<file path="config.mk">
export PLATFORM = sky130hd
export DESIGN_NAME = muldiv_hilo
export DESIGN_NICKNAME = d
export VERILOG_FILES = /design/src/rtl/md_pkg.sv /design/src/rtl/md_magnitude.sv /design/src/rtl/md_step.sv /design/src/rtl/md_sign_fix.sv /design/src/rtl/muldiv_hilo.sv
export SDC_FILE = /design/constraint.sdc
export NUM_CORES = 1
export LEC_CHECK = 0
export CAP_MARGIN = 10
export CORE_UTILIZATION = 30
export DETAILED_ROUTE_END_ITERATION = 6
export HOLD_SLACK_MARGIN = 0.1
export PLACE_DENSITY = 0.45
export SYNTH_ARGS = -nofsm -noshare
export SYNTH_HDL_FRONTEND = slang
export SYNTH_SLANG_ARGS = --single-unit
</file>
<file path="constraint.sdc">
create_clock -name clk -period 10.1 [get_ports clk]
set_clock_uncertainty 0.1 [all_clocks]
set_input_delay 1.01 -clock clk [delete_from_list [all_inputs] [get_ports clk]]
set_output_delay 1.01 -clock clk [all_outputs]
set_load 0.01 [all_outputs]
</file>
<file path="src/rtl/md_pkg.sv">
`timescale 1ns/1ps
package md_pkg;

  typedef enum logic [1:0] {
    OP_MUL  = 2'b00,
    OP_MULU = 2'b01,
    OP_DIV  = 2'b10,
    OP_DIVU = 2'b11
  } md_op_e;

  function automatic logic op_is_div(input logic [1:0] code);
    return code[1];
  endfunction

  function automatic logic op_is_signed(input logic [1:0] code);
    return ~code[0];
  endfunction

endpackage

</file>
<file path="src/rtl/md_magnitude.sv">
`timescale 1ns/1ps
module md_magnitude #(
  parameter int WIDTH = 32
) (
  input  logic [WIDTH-1:0] value,
  input  logic             signed_en,
  output logic [WIDTH-1:0] mag,
  output logic             neg
);
  assign neg = signed_en & value[WIDTH-1];
  assign mag = neg ? (~value + 1'b1) : value;
endmodule

</file>
<file path="src/rtl/md_step.sv">
`timescale 1ns/1ps
module md_step #(
  parameter int WIDTH = 32
) (
  input  logic             is_div,
  input  logic [WIDTH:0]   acc,
  input  logic [WIDTH-1:0] quo,
  input  logic [WIDTH-1:0] opnd,
  output logic [WIDTH:0]   acc_nx,
  output logic [WIDTH-1:0] quo_nx
);
  localparam int W = WIDTH;

  // one shift-and-add step: {acc, quo} shifts right, adding opnd when the multiplier bit is set
  function automatic logic [2*W:0] mul_step(input logic [W:0] a, input logic [W-1:0] q,
                                            input logic [W-1:0] m);
    logic [W:0] s;
    s = q[0] ? (a + {1'b0, m}) : a;
    return {1'b0, s, q[W-1:1]};
  endfunction

  // one restoring step: shift in the next dividend bit, keep the difference if it is not negative
  function automatic logic [2*W:0] div_step(input logic [W:0] a, input logic [W-1:0] q,
                                            input logic [W-1:0] d);
    logic [W:0]   sh;
    logic [W+1:0] trial;
    logic         ok;
    sh    = {a[W-1:0], q[W-1]};
    trial = {1'b0, sh} - {2'b00, d};
    ok    = ~trial[W+1];
    return {(ok ? trial[W:0] : sh), q[W-2:0], ok};
  endfunction

  logic [2*W:0] res;

  always_comb begin
    if (is_div) res = div_step(acc, quo, opnd);
    else        res = mul_step(acc, quo, opnd);
  end

  assign acc_nx = res[2*W:W];
  assign quo_nx = res[W-1:0];
endmodule

</file>
<file path="src/rtl/md_sign_fix.sv">
`timescale 1ns/1ps
module md_sign_fix #(
  parameter int WIDTH = 32
) (
  input  logic             is_div,
  input  logic             neg_a,
  input  logic             neg_b,
  input  logic             div_zero,
  input  logic [WIDTH-1:0] upper,
  input  logic [WIDTH-1:0] lower,
  output logic [WIDTH-1:0] hi_res,
  output logic [WIDTH-1:0] lo_res
);
  localparam int W = WIDTH;

  function automatic logic [2*W-1:0] fix_product(input logic [2*W-1:0] p, input logic flip);
    return flip ? (~p + 1'b1) : p;
  endfunction

  function automatic logic [W-1:0] fix_word(input logic [W-1:0] v, input logic flip);
    return flip ? (~v + 1'b1) : v;
  endfunction

  logic [2*W-1:0] prod;

  always_comb begin
    prod = fix_product({upper, lower}, neg_a ^ neg_b);
    if (is_div) begin
      hi_res = fix_word(upper, neg_a);
      lo_res = fix_word(lower, (neg_a ^ neg_b) & ~div_zero);
    end else begin
      hi_res = prod[2*W-1:W];
      lo_res = prod[W-1:0];
    end
  end
endmodule

</file>
<file path="src/rtl/muldiv_hilo.sv">
`timescale 1ns/1ps
module muldiv_hilo
  import md_pkg::*;
#(
  parameter int WIDTH = 32
) (
  input  logic             clk,
  input  logic             rst_n,
  input  logic             start,
  input  logic [1:0]       op,
  input  logic [WIDTH-1:0] opnd_a,
  input  logic [WIDTH-1:0] opnd_b,
  output logic             busy,
  output logic             done,
  output logic [WIDTH-1:0] hi,
  output logic [WIDTH-1:0] lo,
  output logic             prod_fits
);
  localparam int            CW   = (WIDTH > 1) ? $clog2(WIDTH) : 1;
  localparam logic [CW-1:0] LAST = CW'(WIDTH - 1);

  // named events for the checker
  logic start_ok;
  logic last_iter;

  logic             busy_q, done_q, div_q, sgn_q, nega_q, negb_q, divz_q, res_signed_q;
  logic [CW-1:0]    cnt_q;
  logic [WIDTH:0]   acc_q, acc_nx;
  logic [WIDTH-1:0] quo_q, quo_nx, opnd_q;
  logic [WIDTH-1:0] hi_q, lo_q, fix_hi, fix_lo;

  logic             op_signed;
  logic [WIDTH-1:0] raw [2];
  logic [WIDTH-1:0] mag [2];
  logic             neg [2];

  assign op_signed = op_is_signed(op);
  assign raw[0]    = opnd_a;
  assign raw[1]    = opnd_b;
  assign start_ok  = start & ~busy_q;
  assign last_iter = busy_q & (cnt_q == LAST);

  generate
    for (genvar gi = 0; gi < 2; gi++) begin : g_mag
      md_magnitude #(.WIDTH(WIDTH)) u_mag (
        .value    (raw[gi]),
        .signed_en(op_signed),
        .mag      (mag[gi]),
        .neg      (neg[gi])
      );
    end
  endgenerate

  md_step #(.WIDTH(WIDTH)) u_step (
    .is_div(div_q),
    .acc   (acc_q),
    .quo   (quo_q),
    .opnd  (opnd_q),
    .acc_nx(acc_nx),
    .quo_nx(quo_nx)
  );

  md_sign_fix #(.WIDTH(WIDTH)) u_fix (
    .is_div  (div_q),
    .neg_a   (nega_q),
    .neg_b   (negb_q),
    .div_zero(divz_q),
    .upper   (acc_nx[WIDTH-1:0]),
    .lower   (quo_nx),
    .hi_res  (fix_hi),
    .lo_res  (fix_lo)
  );

  always_ff @(posedge clk or negedge rst_n) begin
    if (!rst_n) begin
      busy_q       <= 1'b0;
      done_q       <= 1'b0;
      div_q        <= 1'b0;
      sgn_q        <= 1'b0;
      nega_q       <= 1'b0;
      negb_q       <= 1'b0;
      divz_q       <= 1'b0;
      res_signed_q <= 1'b0;
      cnt_q        <= '0;
      acc_q        <= '0;
      quo_q        <= '0;
      opnd_q       <= '0;
      hi_q         <= '0;
      lo_q         <= '0;
    end else begin
      done_q <= 1'b0;
      if (start_ok) begin
        busy_q <= 1'b1;
        cnt_q  <= '0;
        div_q  <= op_is_div(op);
        sgn_q  <= op_signed;
        nega_q <= neg[0];
        negb_q <= neg[1];
        divz_q <= (opnd_b == '0);
        acc_q  <= '0;
        if (op_is_div(op)) begin
          quo_q  <= mag[0];
          opnd_q <= mag[1];
        end else begin
          quo_q  <= mag[1];
          opnd_q <= mag[0];
        end
      end else if (busy_q) begin
        acc_q <= acc_nx;
        quo_q <= quo_nx;
        cnt_q <= cnt_q + 1'b1;
        if (last_iter) begin
          busy_q       <= 1'b0;
          done_q       <= 1'b1;
          hi_q         <= fix_hi;
          lo_q         <= fix_lo;
          res_signed_q <= sgn_q;
        end
      end
    end
  end

  assign busy      = busy_q;
  assign done      = done_q;
  assign hi        = hi_q;
  assign lo        = lo_q;
  assign prod_fits = res_signed_q ? (hi_q == {WIDTH{lo_q[WIDTH-1]}}) : (hi_q == '0);
endmodule

</file>
* Yosys cells after proc, flatten, opt, wreduce, memory -nomap -nowiden
Index checks and enable logic that the tools add are counted. W data, S select, Z words.
Cells by class: $add $sub $neg 8, equal/unequal tests 2, multiplexer cells 25, bitwise operators 16, reduce and logical (&&, ||, !) cells 4
Operators with widths (count):
- $mux W32 | 10
- $mux W33 | 4
- $add A32 B1 Y32 const B | 4
- $not A32 Y32 | 4
- $mux W65 | 1
- $add A64 B1 Y64 const B | 1
- $logic_not A32 Y1 | 2
- $mux W64 | 1
- $not A64 Y64 | 1
- $sub A33 B32 Y34 | 1
- $add A33 B32 Y33 | 1
- $eq A32 B32 Y1 | 1
- $mux W5 | 2
- $mux W1 | 7
- $add A5 B1 Y5 const B | 1
- $and A1 B1 Y1 | 5
- $eq A5 B5 Y1 const B | 1
- $not A1 Y1 | 5
- $reduce_and A3 Y1 | 1
- $reduce_bool A2 Y1 | 1
- $xor A1 B1 Y1 | 1
Storage, ports and cells: register bits after elaboration 174, input bits 69, output and inout bits 67, logic and storage cells 69

* Longest topological paths before layout
Gate-level depths: netlist (run 1).
word-level depth 7, gate-level depth with buffers 22, mapped depth without buffers 20

* Cells and area by module
A second synthesis (run 1) with hierarchy kept.
Unflattened totals: cell total of the unflattened synthesis 1811, area total of the unflattened synthesis 15640.0 µm²
By module, submodules not included:
- muldiv_hilo | times used 1, cells an instance 633, area each 7606.0 µm², seq. area each 4354.2 µm²
- md_step | times used 1, cells an instance 686, area each 4815.9 µm², seq. area each 0.0 µm²
- md_sign_fix | times used 1, cells an instance 280, area each 1804.2 µm², seq. area each 0.0 µm²
- md_magnitude | times used 2, cells an instance 106, area each 706.9 µm², seq. area each 0.0 µm²

* Worst setup path before layout (run 1)
OpenSTA, ideal clock, no wires.
path kind flip-flop to flip-flop, start register acc_q[25], end register hi_q[26], in the netlist hi[26], setup time 131 ps, arrival 5185 ps, required time 9869 ps, slack 4684 ps, stages on the path, launching flop included 22, path buffers 2, period minus slack after synthesis 5416 ps, cells stage by stage dfrtp_1 ha_1 buf_2 a21o_1 a31oi_4 o2111ai_1 a21oi_1 buf_4 a31oi_1 inv_1 ha_1 o2111ai_1 or4_4 nor4_4 and3_1 and4bb_2 or2_2 a22oi_1 or4b_1 o41ai_1 xnor2_1 o21ai_1
Between the ends: word-level cells in the longest chain between the ends 7, elaborated cells between the ends (all ways) 13, classes of those cells add/sub: 4; mux: 6; bitwise: 3
RTL lines:
- from (decl) | line muldiv_hilo.sv:28 | logic [WIDTH:0] acc_q, acc_nx;
- from (signal assigned) | line muldiv_hilo.sv:109 | acc_q <= acc_nx;
- $sub A33 B32 Y34 or $add A33 B32 Y33 (tied branches) | line md_step.sv:29, md_step.sv:18
- $mux W33, or another cell as far along | line md_step.sv:31 | return {(ok ? trial[W:0] : sh), q[W-2:0], ok};
- $mux W65 * | line md_step.sv:37 | if (is_div) res = div_step(acc, quo, opnd);
- $not A64 Y64 or $not A32 Y32 (tied branches) | line md_sign_fix.sv:17, md_sign_fix.sv:21
- $add A64 B1 Y64 or $add A32 B1 Y32 (tied branches) | line md_sign_fix.sv:17, md_sign_fix.sv:21
- $mux W64 or $mux W32 (tied branches) | line md_sign_fix.sv:17, md_sign_fix.sv:21
- $mux W32 * | line md_sign_fix.sv:28 | if (is_div) begin
- to (signal assigned) | line muldiv_hilo.sv:115 | hi_q <= fix_hi;
- to (decl) | line muldiv_hilo.sv:30 | logic [WIDTH-1:0] hi_q, lo_q, fix_hi, fix_lo;
Every way passes the cells marked *; elsewhere a longest branch is shown, timed or not. A chain may end at the register's enable or synchronous reset.

* Worst setup path in the final report (run 1)
start register acc_q[17], end register hi_q[18], in the netlist hi[18]
The elaborated chain is that of the path after synthesis.

==> results of run 1 <==
[final cells by class]
class	count	area, um^2
clock buffer	19	453
clock inverter	13	145
fill	5844	36000
inverter	62	233
multi-input combinational	1870	11700
sequential	174	4360
tap	748	936
timing repair buffer	167	1600
[final timing paths]
check	from	endpoint	slack [ps]	cells after the start
worst max-delay path	acc_q[17]$_DFFE_PN0P_	hi[18]$_DFFE_PN0P_	3800	20
worst min-delay path	rst_n	hi[25]$_DFFE_PN0P_	370	1
worst max register to register	acc_q[17]$_DFFE_PN0P_	hi[18]$_DFFE_PN0P_	3800	20
worst min register to register	sgn_q$_DFFE_PN0P_	res_signed_q$_DFFE_PN0P_	370	2
max in group asynchronous	rst_n	div_q$_DFFE_PN0P_	8090	2
min in group clk	sgn_q$_DFFE_PN0P_	res_signed_q$_DFFE_PN0P_	370	2
[sequential cells by signal, indices dropped and copies added, names as in the netlist, 5 cells and up]
signal and count:
cnt_q 5, quo_q 32, hi 32, opnd_q 32
acc_q 33, lo 32
[layout by cell type, fill, tap and decap left out, types with 7 or more instances in the layout]
cell,instances
nand2_1,274
o21ai_0,252
a21oi_1,183
nor2_1,183
dfrtp_1,172
clkdlybuf4s50_1,133
xnor2_1,83
xor2_1,81
ha_1,70
a211oi_1,66
nand3_1,61
inv_1,60
nor3_1,57
mux2i_1,42
a21o_1,33
and3_1,33
o211ai_1,33
nand4_1,32
a31oi_1,31
buf_4,31
nor2b_1,30
or3_1,26
o31ai_1,26
nor4_1,23
clkbuf_16,17
nand2b_1,16
o21a_1,15
and2_1,13
o41ai_1,13
or4_1,12
or2_2,10
o21bai_1,9
o21ai_1,8
mux2_2,8
a211o_1,7
[synthesized netlist by cell type (10+ instances only)]
cell type  count  area (um^2)
buf_1         13         48.8
clkbuf_1     130          488
nor2_1       185          694
nand3_1       61          305
and2_1        13         81.3
nor2b_1       30          188
or4_1         12         90.1
inv_1         60          225
o21ai_0      252         1260
o21a_1        15          113
dfrtp_1      174         4350
buf_2         16         80.1
a21o_1        33          248
a21oi_1      183          916
or2_2         10         62.6
nand2b_1      16          100
nor3_1        57          285
a211oi_1      66          495
o211ai_1      33          248
nor4_1        23          144
or3_1         26          163
a31oi_1       31          194
xor2_1        81          709
o41ai_1       13          114
nand2_1      275         1030
o31ai_1       26          195
nand4_1       32          200
mux2i_1       42          420
and3_1        33          206
xnor2_1       84          736
ha_1          70          876
[per-stage QoR]
stage / area, um^2 / hold WS, ps / std cells / setup slack [ps] / utilization (%)
after floorplan: 16900 / 339 / 2272 / 4680 / -
after global placement: 18800 / 362 / 3021 / 3940 / 33.9
after detailed placement: 18800 / 361 / 3021 / 3860 / 33.9
after CTS: 19400 / 374 / 3053 / 3840 / 35.0
after global routing: 19400 / 388 / 3053 / 3290 / 35.0
final: 19400 / 373 / 3053 / 3800 / 35.0
[metal layers]
| layer | share of wire, % | vias to the layer above | GRT usage (%) |
|---|---|---|---|
| met3 | 5.3 | 61 | 3.18 |
| met1 | 50 | 8414 | 35.2 |
| met2 | 43 | 515 | 35.8 |
| met5 | 0 | - | 0 |
| li1 | - | 8320 | - |
| met4 | 1.9 | 0 | 5.63 |
[kinds of logic after synthesis]
group	synth area share (%)
flops	25.8
compound gates	29.1
xor+xnor	8.55
fa+ha+maj	5.42
simple gates	22.8
mux	3.02
buf+inv	5.33
[critical path, stage by stage (launching register included)]
cell       delay, ps
dfrtp_1          460
ha_1             400
a21oi_1          270
o21a_1           250
o2111ai_1        180
a21oi_1          190
buf_4            320
a31oi_1          320
inv_1            200
ha_1             230
o2111ai_1        280
or4_4            620
nor4_4           320
and3_1           290
and4bb_2         350
or2_2            190
a22oi_1           80
or4b_1           550
o41ai_1          330
xnor2_1          160
o21ai_1           70
==> impl_metrics.ini, run 1 <==
[drt]
post-route-drc-count = 0
via_per_inst = 5.67
first_pass_iters = 7
wirelength_mm = 68.2
drtIter0Drc = 1434
vias = 17300
wl_per_cell_um = 22.3
ant_nets = 0

[timing]
rsz0062_at_grt = false
period_needed_ps = 6300
max_slew.worst_pin.slew_ps = 1140
setup_viol = 0
min_period_over_period_pct = 62.4
finalMaxSlewViolations = 0
finalHoldViolCount = 0
max_freq_ghz = 0.159
relSlewSlack_pct = 22.2
fin_setup_tns_ps = 0

[worst_setup_path]
crit_arrival_ps = 6540
cp-start-kind = register
crit_fanout = 22
crit_path_end_kind = register
critPathKind = reg2reg
worstPathRequired_ps = 10340

[min_path]
hp-class = in2async

[clock_tree]
cts_buffer_depth = 2
cts_hold_buf = 0
h-tree-depth = 4
clk_latency_ps = 480
clk_pin_slew_ps = 80
cts_tree = built
cts.sinks = 174
cts_root_buf = clkbuf_16
postCtsSetupBuffers = 0
cts-buffers-inserted = 17
ctsResizeCount = 0

[grt]
grt_pass1_vias = 16100
grt_usage_pct = 23.7
grt-ovfl-total = 0
grt_antenna_before_repair = 2
grt_pass1_wl_mm = 103
grt_max_degree = 156

[floorplanning]
num_rows = 86
dieWidth_um = 239
die_area_um2 = 57300
core_region_area_um2 = 55400
ios = 136
start_util_pct = 30.5
die_y_um = 239

[run]
drv_cap = 0

[logic_synthesis]
synth_edf_count = 0
async_flop_share_pct = 100
syn_nets = 2413
ys_warn_count = 0
syn_area_per_cell_um2 = 7.44
synth-seq-cells = 174
syn_area_um2 = 16900
synthCells = 2272
synth.distinct_cells = 96
ys.flop_type = dfrtp_1
ys_seq_area_share_pct = 25.8

[cells_and_area]
drive_gt1_share_pct = 5.12
finalNetCount = 2433
area_growth_pct = 14.8
insertedDiodeCount = 0

[status]
outcome = finished clean

[placed_design]
port_buffers = 135
dp_hpwl_mm = 52.7
gp_congestion = 0.940
Power of run 1 is not shown: default switching activity piles up to over one toggle a cycle in this logic, so the estimate is an artifact.
==> run 2: changes to the inputs <==
==> constraint.sdc (replaced) <==
create_clock -name clk -period 5.9 [get_ports clk]
set_clock_uncertainty 0.1 [all_clocks]
set_input_delay 0.59 -clock clk [delete_from_list [all_inputs] [get_ports clk]]
set_output_delay 0.59 -clock clk [all_outputs]
set_load 0.01 [all_outputs]
==> impl_metrics.ini, run 2 (synthesis gave the netlist of run 1 again) <==
[worst_setup_path]
crit_fanout = 6
timing.rr.end = hi[26]$_DFFE_PN0P_
cp-start-kind = register
crit_buf_inv = 1
slowest_delay_ps = 570
reg2regPathDepth = 19
worstPathCellList = ha_1 -> nor2b_1 -> o2111ai_2 -> a21o_1 -> o221a_1 -> a31oi_1 -> inv_1 -> ha_1 -> o2111ai_1 -> or4_4 -> nor4_4 -> and3_1 -> and4bb_2 -> or2_2 -> a22oi_1 -> or4b_1 -> o41ai_2 -> xnor2_1 -> o21ai_1
crit_cells = 19
r2r-start = acc_q[0]$_DFFE_PN0P_
worstPathRequired_ps = 6160
crit_path_end_kind = register
slowest_stage = or4_4
critPathKind = reg2reg
crit_start = acc_q[0]$_DFFE_PN0P_
crit_end = hi[26]$_DFFE_PN0P_
path_delay_family = simple AND/OR/NAND/NOR gates
crit_arrival_ps = 5800
r2r_slack_ps = 350
path_common_cell = ha_1

[placed_design]
dp_cells = 3045
port_buffers = 135
dp_hpwl_mm = 55.5
gp_congestion = 0.896

[grt]
grt_antenna_before_repair = 4
grt_usage_pct = 24.8
grt_pass1_vias = 16400
grt-ovfl-total = 0
grt_max_degree = 95
grt_pass1_wl_mm = 106

[cells_and_area]
regMostFlops = acc_q
area_growth_pct = 16.1
final_cell_mix = 274 x nand2_1, 252 x o21ai_0, 184 x nor2_1
drive_gt1_share_pct = 6.27
regArea_um2 = 4360
final_common_cell = nand2_1
multi_input_area_um2 = 11700
fill_cells = 5938
final_cells = 3079
finalNetCount = 2458
largest_reg_flops = 33

[timing]
finalMaxSlewViolations = 0
max_freq_ghz = 0.180
period_needed_ps = 5550
relSlewSlack_pct = 31.9
setup_viol = 0
rsz0062_at_grt = false
fin_setup_tns_ps = 0
max_slew.worst_pin.slew_ps = 1020
min_period_over_period_pct = 94.0
finalHoldViolCount = 0

[drt]
via_per_inst = 5.67
wl_per_cell_um = 23.0
first_pass_iters = 6
wirelength_mm = 70.8
vias = 17500
ant_nets = 0
drtIter0Drc = 1476
post-route-drc-count = 0

[min_path]
hp-class = reg2reg
hold_path.startpoint = sgn_q$_DFFE_PN0P_

[floorplanning]
die_y_um = 239
core_region_area_um2 = 55400
die_area_um2 = 57300
start_util_pct = 30.5
ios = 136
dieWidth_um = 239
num_rows = 86

[clock_tree]
h-tree-depth = 4
cts.sinks = 174
cts_tree = built
cts_root_buf = clkbuf_16
cts_buffer_depth = 2
clk_pin_slew_ps = 90
cts-buffers-inserted = 17
clk_latency_ps = 500

[status]
outcome = finished clean

[run]
drv_cap = 0
==> run 2: cell count changes in the layout (fill, tap and decap cells not counted), moves of 2 or more <==
cell / delta
bufinv_16: +2
o41ai_2: +2
a21oi_2: +3
buf_4: +25
inv_6: -2
a21oi_1: -3
o41ai_1: -2
==> run 2: cell type report <==
| class | count | share of cell area [%] |
|---|---|---|
| sequential | 174 | 22.2 |
| tap | 748 | 4.77 |
| inverter | 62 | 1.19 |
| clock inverter | 13 | 0.905 |
| clock buffer | 19 | 2.26 |
| timing repair buffer | 192 | 9.07 |
| antenna | 1 | 0.0127 |
| multi-input combinational | 1870 | 59.6 |
==> run 2: worst min path at each step <==
stage | to | slack, ps | cells past startpoint
floorplan | acc_q[0]$_DFFE_PN0P_ | 190 | 0
global placement | res_signed_q$_DFFE_PN0P_ | 350 | 2
detailed placement | res_signed_q$_DFFE_PN0P_ | 360 | 2
CTS | res_signed_q$_DFFE_PN0P_ | 380 | 2
global route | lo[14]$_DFFE_PN0P_ | 410 | 2
finish | res_signed_q$_DFFE_PN0P_ | 380 | 2
==> run 2: metrics by stage <==
| stage | area (um^2) | worst slack, ps | hold WS, ps | util (%) |
|---|---|---|---|---|
| 5_1_grt | 19600 | 26.7 | 405 | 35.4 |
| 3_5_place_dp | 19000 | 217 | 360 | 34.2 |
| 4_1_cts | 19600 | 196 | 380 | 35.4 |
| 2_1_floorplan | 16900 | 484 | 194 | - |
| 6_report | 19600 | 352 | 375 | 35.4 |
| 3_3_place_gp | 19000 | 372 | 353 | 34.2 |
==> run 2: layer usage <==
| metal | track usage, % | share of wire, % | vias to the layer above |
|---|---|---|---|
| li1 | - | - | 8404 |
| met3 | 3.70 | 6.0 | 99 |
| met1 | 36.7 | 49 | 8389 |
| met4 | 8.04 | 2.6 | 2 |
| met2 | 36.6 | 42 | 560 |
| met5 | 0 | 0.014 | - |
==> run 2: repair_timing <==
action / CTS / global route
hold buffers: 1 / 0
setup endpoints to repair: 0 / 2
buffers inserted: 0 / 0
hold endpoints to repair: 70 / 0
resized for setup: 0 / 6
==> run 2: tightest hold or removal path: stages, from the launching register on <==
cell and delay [ps]:
dfrtp_1 350, nand2_1 50, nand2_1 50
Power of run 2 is left out for the same reason.
